===== config.mk =====
export PLATFORM = sky130hd
export DESIGN_NAME = emb_status_gen
export DESIGN_NICKNAME = d
export VERILOG_FILES = /design/src/rtl/esg_pkg.sv /design/src/rtl/esg_fb_timer.sv /design/src/rtl/esg_read_path.sv /design/src/rtl/emb_status_gen.sv
export SDC_FILE = /design/constraint.sdc
export NUM_CORES = 1
export LEC_CHECK = 0
export BUFFER_PORTS_ARGS = -buffer_cell sky130_fd_sc_hd__buf_2
export CORE_MARGIN = 8
export CORE_UTILIZATION = 51
export CTS_CLUSTER_DIAMETER = 120
export DETAILED_ROUTE_END_ITERATION = 10
export PLACE_DENSITY_LB_ADDON = 0.15
export SETUP_SLACK_MARGIN = 0.3
export SLEW_MARGIN = 20
export SYNTH_ARGS = -nofsm -noshare
export SYNTH_HDL_FRONTEND = slang
export SYNTH_SLANG_ARGS = --single-unit

===== constraint.sdc =====
create_clock -name clk -period 1.11 [get_ports clk]
set_clock_uncertainty 0.1 [all_clocks]
set_input_delay 0.0555 -clock clk [delete_from_list [all_inputs] [get_ports clk]]
set_output_delay 0.0555 -clock clk [all_outputs]
set_load 0.03 [all_outputs]

===== src/rtl/esg_pkg.sv =====
package esg_pkg;
  typedef enum logic [2:0] {
    OP_IDLE   = 3'd0,
    OP_PROG   = 3'd1,
    OP_ERASE  = 3'd2,
    OP_ESUSP  = 3'd3,
    OP_ESPROG = 3'd4
  } op_e;

  function automatic int unsigned us_to_cycles(input int unsigned clk_hz, input int unsigned us);
    return (clk_hz / 1000) * us / 1000;
  endfunction
endpackage


===== src/rtl/esg_fb_timer.sv =====
module esg_fb_timer #(
  parameter int unsigned ERASE_CYC = 10,
  parameter int unsigned PROG_CYC  = 100,
  parameter int unsigned CNT_W     = 8
) (
  input  logic clk,
  input  logic rst_n,
  input  logic cmd_done,
  input  logic cmd_prog,
  input  logic prog_tgt_prot,
  input  logic erase_all_prot,
  output logic win_act,
  output logic win_erase
);
  localparam logic [CNT_W-1:0] ERASE_LD = CNT_W'(ERASE_CYC);
  localparam logic [CNT_W-1:0] PROG_LD  = CNT_W'(PROG_CYC);

  logic [CNT_W-1:0] cnt_q, cnt_d;
  logic             kind_q, kind_d;
  logic             cnt_en;

  always_comb begin
    cnt_d  = cnt_q;
    kind_d = kind_q;
    cnt_en = 1'b0;
    if (cmd_done && cmd_prog && prog_tgt_prot) begin
      cnt_d  = PROG_LD;
      kind_d = 1'b0;
      cnt_en = 1'b1;
    end else if (cmd_done && !cmd_prog && erase_all_prot) begin
      cnt_d  = ERASE_LD;
      kind_d = 1'b1;
      cnt_en = 1'b1;
    end else if (cnt_q != '0) begin
      cnt_d  = cnt_q - 1'b1;
      cnt_en = 1'b1;
    end
  end

  always_ff @(posedge clk or negedge rst_n) begin
    if (!rst_n) begin
      cnt_q  <= '0;
      kind_q <= 1'b0;
    end else if (cnt_en) begin
      cnt_q  <= cnt_d;
      kind_q <= kind_d;
    end
  end

  assign win_act   = (cnt_q != '0);
  assign win_erase = kind_q;
endmodule


===== src/rtl/esg_read_path.sv =====
module esg_read_path (
  input  logic clk,
  input  logic rst_n,
  input  logic rd_stb,
  input  logic show,
  input  logic tog6,
  input  logic tog2,
  output logic rd_valid,
  output logic rd_is_status,
  output logic st_bit6,
  output logic st_bit2
);
  logic vld_d, sts_d, b6_d, b2_d;
  logic upd_en;

  always_comb begin
    vld_d  = rd_stb;
    sts_d  = show;
    b6_d   = st_bit6 ^ tog6;
    b2_d   = st_bit2 ^ tog2;
    upd_en = rd_stb;
  end

  always_ff @(posedge clk or negedge rst_n) begin
    if (!rst_n) begin
      rd_valid <= 1'b0;
    end else begin
      rd_valid <= vld_d;
    end
  end

  always_ff @(posedge clk or negedge rst_n) begin
    if (!rst_n) begin
      rd_is_status <= 1'b0;
      st_bit6      <= 1'b0;
      st_bit2      <= 1'b0;
    end else if (upd_en) begin
      rd_is_status <= sts_d;
      st_bit6      <= b6_d;
      st_bit2      <= b2_d;
    end
  end
endmodule


===== src/rtl/emb_status_gen.sv =====
module emb_status_gen #(
  parameter int unsigned NSEC        = 16,
  parameter int unsigned CLK_HZ      = 125_000_000,
  parameter int unsigned ERASE_FB_US = 100,
  parameter int unsigned PROG_FB_US  = 1000
) (
  input  logic                      clk,
  input  logic                      rst_n,
  input  logic [2:0]                op_state,
  input  logic [NSEC-1:0]           erase_sel,
  input  logic [NSEC-1:0]           prot,
  input  logic                      rd_stb,
  input  logic [$clog2(NSEC)-1:0]   rd_sector,
  input  logic                      cmd_done,
  input  logic                      cmd_prog,
  input  logic [$clog2(NSEC)-1:0]   cmd_sector,
  output logic                      rd_valid,
  output logic                      rd_is_status,
  output logic                      st_bit6,
  output logic                      st_bit2
);
  import esg_pkg::*;

  localparam int unsigned SEC_W     = $clog2(NSEC);
  localparam int unsigned ERASE_CYC = us_to_cycles(CLK_HZ, ERASE_FB_US);
  localparam int unsigned PROG_CYC  = us_to_cycles(CLK_HZ, PROG_FB_US);
  localparam int unsigned MAX_CYC   = (ERASE_CYC > PROG_CYC) ? ERASE_CYC : PROG_CYC;
  localparam int unsigned CNT_W     = $clog2(MAX_CYC + 1) + 1;

  logic rst_meta_q, rst_sync_n;

  always_ff @(posedge clk or negedge rst_n) begin
    if (!rst_n) begin
      rst_meta_q <= 1'b0;
      rst_sync_n <= 1'b0;
    end else begin
      rst_meta_q <= 1'b1;
      rst_sync_n <= rst_meta_q;
    end
  end

  op_e  op;
  logic win_act, win_erase;
  logic prog_tgt_prot, erase_all_prot;
  logic busy_op, erase_ctx, show, tog6, tog2;

  assign op             = op_e'(op_state);
  assign prog_tgt_prot  = prot[cmd_sector];
  assign erase_all_prot = (erase_sel != '0) && ((erase_sel & ~prot) == '0);

  always_comb begin
    busy_op   = (op == OP_PROG) || (op == OP_ERASE) || (op == OP_ESPROG);
    erase_ctx = (op == OP_ERASE) || (op == OP_ESUSP) || (win_act && win_erase);
    show      = (op != OP_IDLE) || win_act;
    tog6      = busy_op || win_act;
    tog2      = erase_ctx && erase_sel[rd_sector];
  end

  esg_fb_timer #(
    .ERASE_CYC (ERASE_CYC),
    .PROG_CYC  (PROG_CYC),
    .CNT_W     (CNT_W)
  ) u_timer (
    .clk            (clk),
    .rst_n          (rst_sync_n),
    .cmd_done       (cmd_done),
    .cmd_prog       (cmd_prog),
    .prog_tgt_prot  (prog_tgt_prot),
    .erase_all_prot (erase_all_prot),
    .win_act        (win_act),
    .win_erase      (win_erase)
  );

  esg_read_path u_rd (
    .clk          (clk),
    .rst_n        (rst_sync_n),
    .rd_stb       (rd_stb),
    .show         (show),
    .tog6         (tog6),
    .tog2         (tog2),
    .rd_valid     (rd_valid),
    .rd_is_status (rd_is_status),
    .st_bit6      (st_bit6),
    .st_bit2      (st_bit2)
  );
endmodule


== Word level (Yosys, flattened, before mapping) ==
Cells that the tools add are included.

* Add/sub/neg operators: 1
* Order comparisons: 2
* Eq/ne operators: 4
* Mux-type cells: 12
* Bitwise gates (word level): 4
* Reductions and logical operators: 22

{| class="wikitable"
|+ Operators by type and width
! kind !! count
|-
| 2-to-1 mux 18 bit || 3
|-
| nonzero test 18 bit || 1
|-
| subtractor 18 x 1 -> 18 bit, second input constant || 1
|-
| bitwise AND 16 bit || 1
|-
| logical NOT 16 bit || 1
|-
| NOT 16 bit || 1
|-
| nonzero test 16 bit || 1
|-
| < comparator 4 x 5 -> 1 bit, second input constant || 2
|-
| binary-select mux 1 bit (select 4 bit) || 2
|-
| logical AND 1 bit || 7
|-
| 2-to-1 mux 1 bit || 7
|-
| equality test 3 x 2 -> 1 bit, second input constant || 2
|-
| logical OR 1 bit || 6
|-
| nonzero test 3 bit || 2
|-
| AND reduction 2 bit || 2
|-
| equality test 3 x 1 -> 1 bit, second input constant || 1
|-
| equality test 3 bit, second input constant || 1
|-
| nonzero test 2 bit || 1
|-
| XOR 1 bit || 2
|-
| logical NOT 1 bit || 1
|}

* Flip-flop bits (word level): 25
* Input bits: 48
* Output and inout port bits: 4
* Logic and storage cells: 53

== Depth between registers and ports, before layout ==
Gate-level depths: netlist (run 1).

* Depth in word-level cells: 8
* Gate-level depth with buffers: 8
* Gate-level depth less buffers: 7

== Cells and area by module ==
A second synthesis (run 1) with hierarchy kept.

* Cell total of the unflattened synthesis: 181
* Area, all modules: 1685.4 µm²

{| class="wikitable"
|+ By module, submodules not included
! module !! instances !! cells each !! area each (µm²) !! sequential area each (µm²)
|-
| esg_fb_timer || 1 || 111 || 1019.7 || 475.5
|-
| emb_status_gen || 1 || 61 || 525.5 || 50.0
|-
| esg_read_path || 1 || 9 || 140.1 || 100.1
|}

== Worst setup path after synthesis (run 1) ==
Ideal clock, no wire load.

* Path kind: register to register
* Start: reg u_timer.cnt_q[0]
* End: reg u_timer.cnt_q[1]
* Library setup time: 107 ps
* Arrival: 1793 ps
* Required time: 903 ps
* Setup slack: -890 ps
* Cell stages (with the launch flop): 8
* Path buffers: 1
* Period minus slack after synthesis: 2000 ps
* Cells stage by stage: dfrtp_1 inv_1 ha_1 nor2b_1 and4_1 clkbuf_1 nand2_1 a2111oi_4

* Longest elaborated chain between the ends: 5
* Elaborated cells on any way between the ends: 10
* Classes of those cells: add/sub: 1; mux: 6; reduce/logical: 3

{| class="wikitable"
|+ Ends and longest elaborated chain
! what !! line !! text
|-
| from (decl) || esg_fb_timer.sv:18 || <nowiki>logic [CNT_W-1:0] cnt_q, cnt_d;</nowiki>
|-
| from (signal assigned) || esg_fb_timer.sv:45 || <nowiki>cnt_q <= cnt_d;</nowiki>
|-
| branches (longest 5 deep; another with subtractor 18 x 1 -> 18 bit) || n/a ||
|}

Several ways; the timed one is not identified. The select of a mux whose other input is x is not followed.
A chain may end at the register's enable or synchronous reset.

== Worst setup path in the final report (run 1) ==
* Start: reg u_timer.cnt_q[15]
* End: reg u_rd.st_bit2

* Longest elaborated chain between the ends: 5

{| class="wikitable"
|+ Ends and longest elaborated chain
! what !! line !! text
|-
| nonzero test 18 bit || esg_fb_timer.sv:50 || <nowiki>assign win_act = (cnt_q != '0);</nowiki>
|-
| logical AND 1 bit || emb_status_gen.sv:53 || <nowiki>erase_ctx = (op == OP_ERASE) || (op == OP_ESUSP) || (win_act && win_erase);</nowiki>
|-
| logical OR 1 bit || emb_status_gen.sv:53 ||
|-
| logical AND 1 bit || emb_status_gen.sv:56 || <nowiki>tog2 = erase_ctx && erase_sel[rd_sector];</nowiki>
|-
| XOR 1 bit || esg_read_path.sv:20 || <nowiki>b2_d = st_bit2 ^ tog2;</nowiki>
|-
| to (signal assigned) || esg_read_path.sv:36 || <nowiki>st_bit2 <= 1'b0;</nowiki>
|-
| to (signal assigned) || esg_read_path.sv:40 || <nowiki>st_bit2 <= b2_d;</nowiki>
|-
| to (decl) || esg_read_path.sv:11 || <nowiki>output logic st_bit2</nowiki>
|}

Every way passes these cells.

==> results of run 1 <==
==> worst max-delay path by stage <==
stage                       from           endpoint  slack, ns
2_1_floorplan   u_timer.cnt_q[6]  u_timer.cnt_q[17]      -0.73
3_3_place_gp       cmd_sector[0]   u_timer.cnt_q[1]      -0.82
3_5_place_dp       cmd_sector[0]   u_timer.cnt_q[1]      -0.86
4_1_cts         u_timer.cnt_q[3]  u_timer.cnt_q[16]      -0.84
5_1_grt        u_timer.cnt_q[15]       u_rd.st_bit2      -1.05
6_report       u_timer.cnt_q[15]       u_rd.st_bit2      -1.01
==> sequential cells by signal (all words and copies together) (netlist names) <==
signal / cells
u_rd.rd_valid: 1
rst_sync_n: 1
u_rd.st_bit2: 1
u_timer.win_erase: 1
rst_meta_q: 1
u_timer.cnt_q: 18
u_rd.st_bit6: 1
u_rd.rd_is_status: 1
==> metrics by stage <==
| step | util | TNS [ns] | setup WS (ns) | power [mW] | cell area [um^2] |
|---|---|---|---|---|---|
| 2_1_floorplan | - | -12.91 | -0.728 | 2.41 | 1830 |
| 3_3_place_gp | 0.786 | -16.52 | -0.817 | 3.09 | 2580 |
| 3_5_place_dp | 0.786 | -18.04 | -0.861 | 3.20 | 2580 |
| 4_1_cts | 0.861 | -16.81 | -0.844 | 3.80 | 2830 |
| 5_1_grt | 0.920 | -19.15 | -1.05 | 4.48 | 3020 |
| 6_report | 0.920 | -17.56 | -1.01 | 4.30 | 3020 |
==> what timing repair did <==
action,CTS,global route
setup endpoints to repair,26,26
cloned,1,0
setup buffers,5,7
endpoints found under the hold margin,6,1
pin swaps,14,10
gates resized for setup,38,27
==> Yosys cell counts (all sizes together), types with 2 or more instances <==
cell     instances  share of area
dfrtp           25           0.36
nor2            10          0.022
nand3            2         0.0058
inv             13          0.028
nor3             8          0.026
clkbuf           2         0.0044
nand4            4          0.015
a21oi            9          0.026
o21a             2         0.0087
a211oi           2         0.0087
a2111oi          2          0.021
o2111ai          3          0.015
or4              5          0.022
nor4             8          0.040
o21ai            6          0.017
mux4             8           0.11
o31ai            4          0.017
nand2            9          0.020
mux2i            4          0.023
o22ai            2         0.0073
xnor2           14          0.071
nand2b           6          0.022
nor2b            7          0.025
==> power by group <==
part | switching, mW | internal, mW | total [mW]
Sequential | 0.267 | 1.14 | 1.40
Combinational | 1.16 | 1.31 | 2.47
Clock | 0.296 | 0.136 | 0.432
Total | 1.72 | 2.58 | 4.30
==> layout make-up <==
cell class	instances	area share
tap	46	0.0190
clock inverter	1	0.00166
inverter	13	0.0161
clock buffer	3	0.00745
sequential	25	0.207
timing repair buffer	129	0.317
multi-input combinational	129	0.431
==> layer usage <==
| metal | global-route usage | vias up |
|---|---|---|
| li1 | - | 908 |
| met5 | 0 | - |
| met1 | 0.288 | 1040 |
| met2 | 0.463 | 213 |
| met4 | 0.0998 | 0 |
| met3 | 0.0593 | 77 |
==> cells by family (layout without fill, tap and decap cells) <==
family | Yosys count | count (layout) | synth area share
adders and majority gates | 1 | 1 | 0.00728
xor gates and xnor gates | 15 | 15 | 0.0764
DFF | 25 | 25 | 0.364
and+or+nand+nor | 63 | 63 | 0.215
other | 1 | 1 | 0.00218
muxes | 12 | 12 | 0.135
AOI/OAI and AO/OA | 37 | 37 | 0.161
buffers and inverters | 16 | 146 | 0.0393
==> critical path, delay by kind of cell (launching register included) <==
family,cells,cell delay (ns)
AOI/OAI and AO/OA,2,0.44
xor gates and xnor gates,1,0.21
DFF,1,0.42
and+or+nand+nor,2,0.85
==> metrics.md, run 1 <==
| Metric | Value |
|---|---|
| Maximum clock frequency | 0.471 GHz |
| Worst VDD drop | 1200 uV |
| Starting Density | 0.523 |
| Violated checks | negative setup slack |
| Cell Area, Synth | 1720 um^2 |
| Critical R2R Capture | u_rd.st_bit2 |
| Grt ovf | 0 |
| Status | finished with violations |
| Reg area | 627 um^2 |
| Post-route DRC violation count | 0 |
| Worst Hold Path EP | u_rd.rd_is_status |
| Total Routed Length | 8.59 mm |
| CP Capture Type | flip-flop |
| Clock root buffer | clkbuf_4 |
| Met1 WL | 2.94 mm |
| Boundary Pins | 52 |
| Die width | 74.1 um |
| Finished Layout Cells | 346 |
| Chip height | 74.1 um |
| Vias/cell | 6.47 |
| Slowest CP cell | or4_4 |
| Antenna diodes | 0 |
| Worst Path Required | 1.24 ns |
| Seq/Total Area, Yosys | 0.364 |
| Path depth of the worst reg2reg path | 5 |
| Area growth syn-to-layout | 75.8% |
| Die ar. | 5480 um^2 |
| CTS max path bufs | 2 |
| Core area | 3280 um^2 |
| Clk_lat worst skew | 0.33 ns |
| TritonCTS sink count | 25 |
| Number of synthesized flops with an enable pin | 0 |
| Crit path launch type | flip-flop |
| Synth Register Bits | 25 |
| Row cnt | 21 |
| Hold buffers post-CTS | 3 |
| Slowest cell delay on critical path | 0.60 ns |
| Hold depth | 3 |
| Avg Cell Area, Syn | 10.1 um^2 |
| RSZ-0062 raised after global routing | true |
| Vias in the first global route | 2197 |
| 1st-pass router iterations | 5 |
| Initial antenna violation count | 0 |
| Post-synth ARST share | 1.00 |
| Slew headroom | 0.633 |
| MaxCap Viol Count | 0 |
| WL/cell | 24.8 um |
| Top sig layer | met4 |
| Cell variety after synth | 42 |
| R2r startpoint | u_timer.cnt_q[15] |
| Final Setup Violations | 22 |
| Hold WC Path Type | primary input to flip-flop |
| Layout cells sized above 1 | 0.597 |
| GP Congestion | 0.948 |
| Commonest non-fill, non-tap cells in the layout | buf_4 (60), buf_2 (43), dfrtp_1 (24) |
| Final worst slack | -1.01 ns |
| Nets | 350 |
| Max-slew violation count | 0 |
| Leading cell type in the layout, fill and taps excluded | buf_4 |
| Number of H-tree levels | 1 |
| Cells after DPL | 326 |
| Hold Slack | 0.00465 ns |
| Cts bufs inserted | 3 |
| WP data arrival | 2.26 ns |
| Pwr/cell area | 1420 nW/um^2 |
| WL met2 | 4.11 mm |
| CTS clk-pin slew, worst paths | 0.14 ns |
| Ys Warns | 0 |
| Final Cycle Share | 1.91 |
| Setup Crit Path Kind | flip-flop to flip-flop |
| Largest net degree at the start of global routing | 24 |
| Hold path startpoint | op_state[1] |
| Overall routing resource usage | 0.258 |
| Crit path max fanout | 6 |
| Worst Tran Pin Value | 0.551 ns |
| Final Hold Vio Count | 0 |
| Main synth FF type | dfrtp_1 |
| Pleak | 1.41 nW |
| Mapped Cells | 170 |
| Met3 wire len | 808 um |
| Detail Route Antenna Nets | 0 |
| Drt initial violations | 192 |
| Syn Nets | 219 |
| Filler cells | 111 |
| Multi-input logic area | 1300 um^2 |
| Detailed-route via count | 2238 |
| R2R Setup Slk | -1.01 ns |
| CTS tree | done |
| Crit path time final | 2.12 ns |
| Global-route wire length before repair | 10.9 mm |
| Ordered cell list for the critical path | or4_4 -> nor2_4 -> a21boi_1 -> o211ai_1 -> xnor2_1 |
| IO buf count | 51 |
| Placed wire-length estimate | 4.72 mm |
No activity file was read; power rests on OpenSTA's default activity.
==> run 2, diff against run 1 <==
SYNTH_HIERARCHICAL = 1   (was unset)
==> run 2 against run 1 <==
Net effect: the run ends with negative hold slack, negative setup slack left; wire length down 37%; maximum frequency down 0.47%; critical endpoint is now u_rd/st_bit6; first-iteration DRC count down 66%; sequential share of layout area is 3.2 points higher.
==> metrics.md, run 2 <==
| Metric | Value |
|---|---|
| Max-slew violation count | 0 (unchanged) |
| Status | finished with violations |
| MaxCap Viol Count | 0 (unchanged) |
| Main synth FF type | dfrtp_1 |
| Finished Layout Cells | 338 (-2.3%) |
| CP Capture Type | flip-flop |
| IO buf count | 51 (unchanged) |
| WP data arrival | 2.28 ns (+0.02 ns) |
| Synth Register Bits | 25 (unchanged) |
| Hold WC Path Type | primary input to flip-flop |
| Slowest CP cell | dfrtp_1 |
| Pleak | 1.23 nW (-12%) |
| Mapped Cells | 181 (+6.5%) |
| CTS clk-pin slew, worst paths | 0.15 ns (about the same) |
| Area growth syn-to-layout | 55.9% |
| Slowest cell delay on critical path | 0.43 ns (-0.17 ns) |
| Clk_lat worst skew | 0.32 ns (about the same) |
| Worst Hold Path EP | u_rd/rd_is_status |
| Post-route DRC violation count | 0 (unchanged) |
| Cts bufs inserted | 3 (unchanged) |
| Starting Density | 0.517 (-0.00615) |
| Number of synthesized flops with an enable pin | 0 (unchanged) |
| Worst VDD drop | 1200 uV (+0.70%) |
| Chip height | 73.5 um (-0.78%) |
| Filler cells | 233 (+110%) |
| Avg Cell Area, Syn | 9.31 um^2 (-7.9%) |
| GP Congestion | 0.939 (-0.95%) |
| Ordered cell list for the critical path | inv_2 -> ha_4 -> or3b_4 -> nor2_1 -> nand4b_1 -> a211o_1 -> nand2_1 -> xnor2_1 |
| Overall routing resource usage | 0.220 (-0.0384) |
| Core area | 3260 um^2 (-0.80%) |
| Vias/cell | 5.45 (-16%) |
| Hold depth | 4 (+1) |
| Final Hold Vio Count | 1 (+1) |
| Crit path from | u_timer/cnt_q[0] |
| Crit path max fanout | 3 (-3) |
| R2R Setup Slk | -1.03 ns (about the same) |
| Top-count cell post-synth | dfrtp_1 |
| Detailed-route via count | 1842 (-18%) |
| Antenna diodes | 0 (unchanged) |
| Largest area contributor in the netlist | dfrtp_1 |
| Crit path time final | 2.14 ns (+0.0101 ns) |
| Number of H-tree levels | 1 (unchanged) |
| Placed wire-length estimate | 4.30 mm (-8.8%) |
| Layout cells sized above 1 | 0.521 (-0.0761) |
| Row cnt | 21 (unchanged) |
| RSZ-0062 raised after global routing | true |
| Clock root buffer | clkbuf_4 |
| Ys Warns | 6 (+6) |
| Vias in the first global route | 2039 (-7.2%) |
| Post-synth ARST share | 1.00 (unchanged) |
| CP top delay family | simple AND/OR/NAND/NOR gates |
| Total Routed Length | 5.43 mm (-37%) |
| R2r startpoint | u_timer/cnt_q[0] |
| Hold Slack | -0.0114 ns (-0.0160 ns) |
| Violated checks | negative hold slack, negative setup slack |
| 1st-pass router iterations | 4 (-1) |
| Drt initial violations | 66 (-66%) |
| Maximum clock frequency | 0.468 GHz (-0.47%) |
| Commonest non-fill, non-tap cells in the layout | buf_4 (57), buf_2 (46), dfrtp_1 (24) |
| Grt ovf | 0 (unchanged) |
| Seq/Total Area, Yosys | 0.371 (+0.00729) |
| Detail Route Antenna Nets | 0 (unchanged) |
| Nets | 342 (-2.3%) |
| Commonest cells post-synth | dfrtp_1 (25), nor2_1 (20), inv_1 (18) |
| Path depth of the worst reg2reg path | 8 (+3) |
| Max reg flops | 18 (unchanged) |
| TritonCTS sink count | 25 (unchanged) |
| Die ar. | 5400 um^2 (-1.5%) |
| Final worst slack | -1.03 ns (-0.0101 ns) |
| Pwr/cell area | 1370 nW/um^2 (-3.5%) |
| Largest net degree at the start of global routing | 24 (unchanged) |
| Final Cycle Share | 1.92 (+0.00912) |
| Setup Crit Path Kind | flip-flop to flip-flop |
| Worst Path Required | 1.26 ns (+0.02 ns) |
| Cell Area, Synth | 1690 um^2 (-2.0%) |
| Final core occ | 0.806 (-0.114) |
| Aggregate negative setup slack | -19.09 ns (-1.53 ns) |
| Cells after DPL | 325 (-0.31%) |
| WL/cell | 16.1 um (-35%) |
| Synth top area cells | dfrtp_1 (37%), mux4_1 (6.2%), xnor2_1 (4.7%), nor2_1 (4.5%), xor2_1 (4.2%) |
| CTS tree | done |
| Syn Nets | 230 (+5.0%) |
| Initial antenna violation count | 0 (unchanged) |
| Leading cell type in the layout, fill and taps excluded | buf_4 |
| Crit path launch type | flip-flop |
| Global-route wire length before repair | 9.33 mm (-14%) |
| Hold path startpoint | op_state[0] |
| CP Buf/Inv Count | 1 (+1) |
| Critical R2R Capture | u_rd/st_bit6 |
| Die width | 73.5 um (-0.78%) |
| Final Setup Violations | 22 (unchanged) |
| Yosys top cell area share | 0.371 (+0.00729) |
| CTS max path bufs | 2 (unchanged) |
| Cell variety after synth | 45 (+7.1%) |
| Boundary Pins | 52 (unchanged) |
| Largest Register | u_timer/cnt_q |
run 2: per-layer routing:
metal / GRT usage / vias to the layer above / part of all wire / wire length (um)
met5: 0 / - / 0 / 0
met4: 0.0798 / 0 / 0.024 / 128
met3: 0.0437 / 12 / 0.053 / 287
met2: 0.390 / 56 / 0.53 / 2880
met1: 0.253 / 902 / 0.39 / 2140
li1: - / 872 / - / -
run 2: power by group:
part	internal, mW	switching [mW]
clock network	0.138	0.292
registers	1.14	0.236
logic	1.04	0.768
total	2.31	1.30
run 2: logic make-up (layout without fill, tap and decap cells):
kind of cell | after synthesis | after routing | share of synthesized area
flip-flops | 25 | 25 | 0.371
XOR/XNOR | 17 | 17 | 0.0883
other | 1 | 1 | 0.00223
buffers and inverters | 24 | 135 | 0.0579
AND/OR/NAND/NOR | 70 | 70 | 0.215
AO/OA/AOI/OAI | 33 | 33 | 0.134
adder cells (fa/ha/maj) | 1 | 1 | 0.00742
multiplexers | 10 | 10 | 0.124
run 2: worst max-delay path by stage:
stage	slack, ns	depth (start not counted)	end
detailed placement	-0.98	5	u_timer/cnt_q[11]
global placement	-0.94	5	u_timer/cnt_q[11]
CTS	-0.99	5	u_timer/cnt_q[11]
finish	-1.03	8	u_rd/st_bit6
floorplan	-1.00	6	u_timer/cnt_q[11]
global route	-1.04	8	u_timer/cnt_q[6]
run 2: stage by stage:
step / setup WS [ns] / power (mW) / area (um^2) / hold WS (ns)
floorplan: -1.00 / 2.17 / 1750 / -0.340
global placement: -0.938 / 2.82 / 2420 / -0.259
detailed placement: -0.979 / 2.89 / 2420 / -0.257
CTS: -0.988 / 3.44 / 2570 / -0.0293
global route: -1.04 / 3.87 / 2630 / -0.00519
finish: -1.03 / 3.61 / 2630 / -0.0114
run 2: what timing repair did:
action                                  in CTS  in global routing
pin swaps                                    3                  4
endpoints found under the setup margin      26                 50
hold endpoints to repair                     6                  3
buffers inserted                             3                  3
hold buffers                                 3                  1
resized for setup                           21                  7
run 2: layout make-up:
cell class                      instances  area (um^2)  area share
Timing Repair Buffer                  113          771       0.293
Clock inverter                          1         7.51     0.00286
Inverter                               18         67.6      0.0257
Multi-Input combinational cell        132         1070       0.408
Tap cell                               46         57.6      0.0219
Clock buffer                            3         22.5     0.00857
Sequential cell                        25          629       0.240
run 2: worst min-delay path, delay by kind of cell:
family        cells  cell delay [ns]
simple gates      2             0.11
mux               1             0.13
buf+inv           1             0.10
